### src/rtl/mmio_region_decoder.sv
module mmio_region_decoder #(
  parameter int AW        = 32,
  parameter int DW        = 32,
  parameter int NPORT     = 8,
  parameter int PAGE_MSB  = 28,
  parameter int PAGE_LSB  = 12,
  parameter int BASE_PAGE = 'h10008,
  parameter int FIRST_ID  = 7,
  parameter logic [NPORT-1:0] TRACE_KNOWN = {NPORT{1'b1}}
) (
  input  logic                clk,
  input  logic                rst_n,
  input  logic                req_valid,
  input  logic                req_write,
  input  logic [AW-1:0]       req_addr,
  input  logic [DW-1:0]       req_wdata,
  output logic                req_ready,
  output logic [NPORT-1:0]    port_wr_en,
  output logic [NPORT-1:0]    port_rd_en,
  output logic [11:0]         port_offset,
  output logic [DW-1:0]       port_wdata,
  input  logic [NPORT-1:0]    port_rd_valid,
  input  logic [NPORT*DW-1:0] port_rd_data,
  output logic                rsp_valid,
  output logic [DW-1:0]       rsp_data,
  output logic                trace_valid,
  output logic [1:0]          trace_kind,
  output logic                trace_is_write,
  output logic [AW-1:0]       trace_addr,
  output logic [7:0]          trace_region
);
  localparam int PW = PAGE_MSB - PAGE_LSB + 1;
  localparam int IW = (NPORT > 1) ? $clog2(NPORT) : 1;
  localparam logic [1:0] K_RD = 2'd1, K_WR = 2'd2, K_UNM = 2'd3;

  logic [NPORT-1:0] hit_vec;
  logic [IW-1:0]    hit_idx;
  logic             hit, known, accept;
  logic             rd_pend, rd_unm;
  logic [IW-1:0]    rd_sel;

  for (genvar i = 0; i < NPORT; i++) begin : g_match
    assign hit_vec[i] = req_addr[PAGE_MSB:PAGE_LSB] == PW'(BASE_PAGE + i);
  end

  always_comb begin
    hit_idx = '0;
    for (int i = 0; i < NPORT; i++)
      if (hit_vec[i]) hit_idx = IW'(i);
  end

  assign hit    = |hit_vec;
  assign known  = hit && TRACE_KNOWN[hit_idx];
  assign accept = req_valid && req_ready;

  assign req_ready   = !rd_pend;
  assign port_wr_en  = (accept && req_write)  ? hit_vec : '0;
  assign port_rd_en  = (accept && !req_write) ? hit_vec : '0;
  assign port_offset = req_addr[11:0];
  assign port_wdata  = req_wdata;

  assign trace_valid    = accept;
  assign trace_is_write = req_write;
  assign trace_addr     = req_addr;
  assign trace_kind     = !known ? K_UNM : (req_write ? K_WR : K_RD);
  assign trace_region   = known ? 8'(FIRST_ID + int'(hit_idx)) : 8'd0;

  assign rsp_valid = rd_pend && (rd_unm || port_rd_valid[rd_sel]);
  assign rsp_data  = (rd_pend && !rd_unm) ? port_rd_data[rd_sel*DW +: DW] : '0;

  always_ff @(posedge clk) begin
    if (!rst_n) begin
      rd_pend <= 1'b0;
      rd_unm  <= 1'b0;
      rd_sel  <= '0;
    end else if (accept && !req_write) begin
      rd_pend <= 1'b1;
      rd_unm  <= !hit;
      rd_sel  <= hit_idx;
    end else if (rsp_valid) begin
      rd_pend <= 1'b0;
    end
  end
endmodule


### config.mk
export PLATFORM = sky130hd
export DESIGN_NAME = mmio_region_decoder
export DESIGN_NICKNAME = d
export VERILOG_FILES = /design/src/rtl/mmio_region_decoder.sv
export SDC_FILE = /design/constraint.sdc
export NUM_CORES = 1
export LEC_CHECK = 0
export BUFFER_PORTS_ARGS = -buffer_cell sky130_fd_sc_hd__clkbuf_2
export CELL_PAD_IN_SITES_DETAIL_PLACEMENT = 1
export CELL_PAD_IN_SITES_GLOBAL_PLACEMENT = 2
export CORE_AREA = 2 2 183 185
export DETAILED_ROUTE_END_ITERATION = 8
export DIE_AREA = 0 0 185 187
export PLACE_DENSITY = 0.71
export SLEW_MARGIN = 10
export SYNTH_ARGS = -nofsm -noshare
export SYNTH_HDL_FRONTEND = slang
export SYNTH_SLANG_ARGS = --single-unit
export TNS_END_PERCENT = 1
### constraint.sdc
create_clock -name clk -period 2 [get_ports clk]
set_input_delay 0.3 -clock clk [delete_from_list [all_inputs] [get_ports clk]]
set_output_delay 0.3 -clock clk [all_outputs]
set_load 0.05 [all_outputs]
==> impl_metrics.xml <==
<?xml version="1.0" encoding="UTF-8"?>
<metrics>
  <group name="outcome">
    <metric name="status" unit="">complete, but fails checks</metric>
    <metric name="violations" unit="">setup timing</metric>
  </group>
  <group name="routing">
    <metric name="drt_iter0_drc" unit="">81</metric>
    <metric name="post-route-drc-count" unit="">0</metric>
    <metric name="vias_after_detailed_routing" unit="">3717</metric>
    <metric name="drt_pre_antenna_iters" unit="">4</metric>
    <metric name="drt-vias-per-instance" unit="">3.54</metric>
    <metric name="avgRoutedWirePerCell" unit="um">15.9</metric>
    <metric name="totalWireLength" unit="mm">16.7</metric>
    <metric name="antenna_left" unit="">0</metric>
  </group>
  <group name="worst_setup_path">
    <metric name="critPathMaxStageDelay" unit="ns">0.50</metric>
    <metric name="start_kind" unit="">flip-flop</metric>
    <metric name="critPathCaptureType" unit="">output port</metric>
    <metric name="critical_path_cell_count" unit="">6</metric>
    <metric name="reg2reg_depth" unit="">5</metric>
    <metric name="cp-endpoint" unit="">rsp_data[19]</metric>
    <metric name="criticalPathCategory" unit="">reg2out</metric>
    <metric name="cp_slowest_cell" unit="">mux4_2</metric>
    <metric name="reg2reg_from" unit="">rd_sel[0]</metric>
    <metric name="critical-path-top-delay-family" unit="">multiplexers</metric>
    <metric name="crit_path_max_fanout" unit="">7</metric>
    <metric name="cp.arrival" unit="ns">1.90</metric>
    <metric name="reg2reg_slack" unit="ns">0.43</metric>
    <metric name="worstPathCellList" unit="">buf_12, buf_16, mux4_2, mux2i_2, nor2_1, clkbuf_8</metric>
    <metric name="r2r_end" unit="">rd_pend</metric>
    <metric name="cp-startpoint" unit="">rd_sel[0]</metric>
    <metric name="critical_path_required" unit="ns">1.70</metric>
    <metric name="worst_path_bufs_invs" unit="">3</metric>
  </group>
  <group name="cells_and_area">
    <metric name="finish.cell_count_without_fillers" unit="">1049</metric>
    <metric name="final_nets" unit="">935</metric>
    <metric name="final_layout_size_suffix_gt1_frac" unit="">0.810</metric>
    <metric name="mostFrequentLayoutCell" unit="">clkbuf_2</metric>
    <metric name="num_antenna_cells" unit="">0</metric>
    <metric name="area_growth_syn_to_layout" unit="%">82.4</metric>
    <metric name="layout.core_utilization" unit="">0.176</metric>
    <metric name="final_design_area_no_fill" unit="um2">5790</metric>
    <metric name="most_frequent_cells_in_the_layout" unit="">306 x clkbuf_2, 66 x mux4_2, 46 x nor2_1</metric>
  </group>
  <group name="global_route">
    <metric name="global_route.usage.met1" unit="">0.0953</metric>
    <metric name="use_met3" unit="">0.0193</metric>
    <metric name="global_route.usage.total" unit="">0.0880</metric>
    <metric name="grt_antenna_before_repair" unit="">0</metric>
    <metric name="grt_pass1_wl" unit="mm">23.1</metric>
    <metric name="number_of_global_route_vias_before_repair" unit="">3992</metric>
    <metric name="grt_max_degree" unit="">38</metric>
    <metric name="grtUsageMet2" unit="">0.169</metric>
    <metric name="grt-ovfl-total" unit="">0</metric>
    <metric name="globalRoute.busiestLayer" unit="">met2</metric>
  </group>
  <group name="timing">
    <metric name="setup_tns" unit="ns">-4.01</metric>
    <metric name="grt_setup_unrepaired" unit="">true</metric>
    <metric name="report.final.hold_viol_count" unit="">0</metric>
    <metric name="setup_violations" unit="">36</metric>
    <metric name="period_needed" unit="ns">2.20</metric>
    <metric name="skew" unit="ns">0.00132</metric>
    <metric name="clock.fmax" unit="GHz">0.455</metric>
    <metric name="fin_crit_sh" unit="">1.10</metric>
    <metric name="slew_violations" unit="">0</metric>
    <metric name="fin_ws" unit="ns">-0.196</metric>
  </group>
  <group name="power_and_ir_drop">
    <metric name="vdd_ir_drop_max" unit="mV">0.156</metric>
    <metric name="cellPowerDensity" unit="nW/um2">208</metric>
    <metric name="p_leak" unit="nW">2.46</metric>
    <metric name="report.power.total" unit="mW">1.20</metric>
  </group>
  <group name="logic_synthesis">
    <metric name="synth-seq-cells" unit="">5</metric>
    <metric name="syn_inst" unit="">307</metric>
    <metric name="synth_area_leaders" unit="">mux4_2 46%, buf_4 19%, mux2i_1 10%, nor2_1 6.9%, dfxtp_1 3.2%</metric>
    <metric name="syn-mean-instance-area" unit="um2">10.3</metric>
    <metric name="synth.yosys.warnings" unit="">0</metric>
    <metric name="syn-cell-area" unit="um2">3170</metric>
    <metric name="synth_cell_types" unit="">33</metric>
    <metric name="synth_seq_area_share" unit="">0.0315</metric>
    <metric name="yosys.area.top_type" unit="">mux4_2</metric>
    <metric name="share_of_the_synthesized_area_in_the_top_cell_type" unit="">0.461</metric>
  </group>
  <group name="clock_network">
    <metric name="numCtsBuffers" unit="">3</metric>
    <metric name="cts-htree-levels" unit="">1</metric>
    <metric name="maximum_clock_insertion_buffer_count" unit="">2</metric>
    <metric name="cts_hold_buf" unit="">0</metric>
    <metric name="clock_sink_count" unit="">5</metric>
    <metric name="clk-insertion-delay-late" unit="ns">0.22</metric>
    <metric name="cts_tree" unit="">built</metric>
    <metric name="clock_tree_root_driver_cell" unit="">clkbuf_16</metric>
    <metric name="clkSlewWorstSetupHoldPaths" unit="ns">0.03</metric>
  </group>
  <group name="place">
    <metric name="gp_congestion" unit="">0.782</metric>
    <metric name="cells_after_dpl" unit="">1042</metric>
    <metric name="placed_cell_area" unit="um2">5200</metric>
    <metric name="numPortBuffers" unit="">359</metric>
    <metric name="half_perimeter_wire_length_of_the_detailed_placement_result" unit="mm">14.6</metric>
  </group>
  <group name="floorplan">
    <metric name="boundary_pins" unit="">470</metric>
    <metric name="die-area" unit="um2">34600</metric>
    <metric name="fp.dieH" unit="um">187</metric>
    <metric name="die_width" unit="um">185</metric>
    <metric name="fp.coreArea" unit="um2">32900</metric>
    <metric name="rows" unit="">67</metric>
    <metric name="initial_core_util" unit="">0.0966</metric>
  </group>
  <group name="job">
    <metric name="maxCapViolations" unit="">0</metric>
  </group>
  <group name="hold_path">
    <metric name="hold_class" unit="">in2reg</metric>
  </group>
</metrics>
## kinds of logic (layout without fill, tap and decap cells)
kind of cell,after synthesis,in the layout,share of synthesized area
multiplexers,99,99,0.574
adder cells (fa/ha/maj),1,1,0.00394
AND/OR/NAND/NOR,87,87,0.122
flip-flops,5,5,0.0315
buffers and inverters,107,398,0.253
AO/OA/AOI/OAI,6,6,0.0114
XOR/XNOR,1,1,0.00276
other,1,4,0.00118
## worst reg2reg max path: stages (launching register included)
cell	delay (ns)
dfxtp_4	0.39
buf_4	0.14
mux4_2	0.48
mux2_2	0.30
nor2_1	0.09
o21a_1	0.11
## per-stage QoR
step | hold slack [ns] | setup WS, ns
floorplan | 0.417 | -0.0896
global placement | 0.537 | -0.278
detailed placement | 0.539 | -0.277
CTS | 0.388 | -0.238
global route | 0.401 | -0.267
finish | 0.383 | -0.196
## layout make-up
cell class	instances	area (um2)
Fill cell	3985	27100
Timing Repair Buffer	392	2650
Multi-Input combinational cell	198	2390
Tap cell	448	561
Sequential cell	5	109
Clock buffer	4	78.8
Inverter	2	7.51
## report_power, final
part | switching (mW) | internal, mW | total (mW)
logic | 0.380 | 0.395 | 0.775
registers | 0.00338 | 0.100 | 0.104
clock network | 0.0598 | 0.264 | 0.323
## worst min-delay path by stage
stage | start | endpoint | slack, ns | depth (start not counted)
5_1_grt | rst_n | rd_pend | 0.40 | 2
6_report | rst_n | rd_pend | 0.38 | 2
4_1_cts | rst_n | rd_pend | 0.39 | 2
3_5_place_dp | rd_unm | rd_unm | 0.54 | 2
2_1_floorplan | rst_n | rd_pend | 0.42 | 1
3_3_place_gp | rd_unm | rd_unm | 0.54 | 2
## what timing repair did
| item | 4_1_cts | 5_1_grt |
|---|---|---|
| pin swaps | 2 | 5 |
| gates resized for setup | 83 | 46 |
| cloned | 0 | 2 |
| buffers inserted | 2 | 0 |
| endpoints found under the setup margin | 49 | 53 |
## state kept, by name, summed over array words and instances, names as in the netlist
register  count
rd_pend       1
rd_sel        3
rd_unm        1
## routing by layer
metal  vias to the layer above  part of all wire  wire (um)
li1                       1668                 -          -
met4                         0             0.024        393
met1                      1789              0.36       6060
met2                       232              0.52       8730
met3                        28             0.092       1540
met5                         -                 0          0
## cell usage after synthesis (all sizes together)
cell	number
a21oi	1
xnor2	1
nand2	6
o22ai	3
inv	2
and2	1
ha	1
nor4	2
buf	98
clkbuf	7
mux4	66
and3	2
nand2b	1
o21ai	1
nand4b	1
o21a	1
or3	2
mux2i	32
nand3b	3
mux2	1
nor2b	2
nor3	1
nand3	5
nand4	2
nor2	58
nor4bb	1
conb	1
dfxtp	5
No activity file was read; power rests on OpenSTA's default activity.
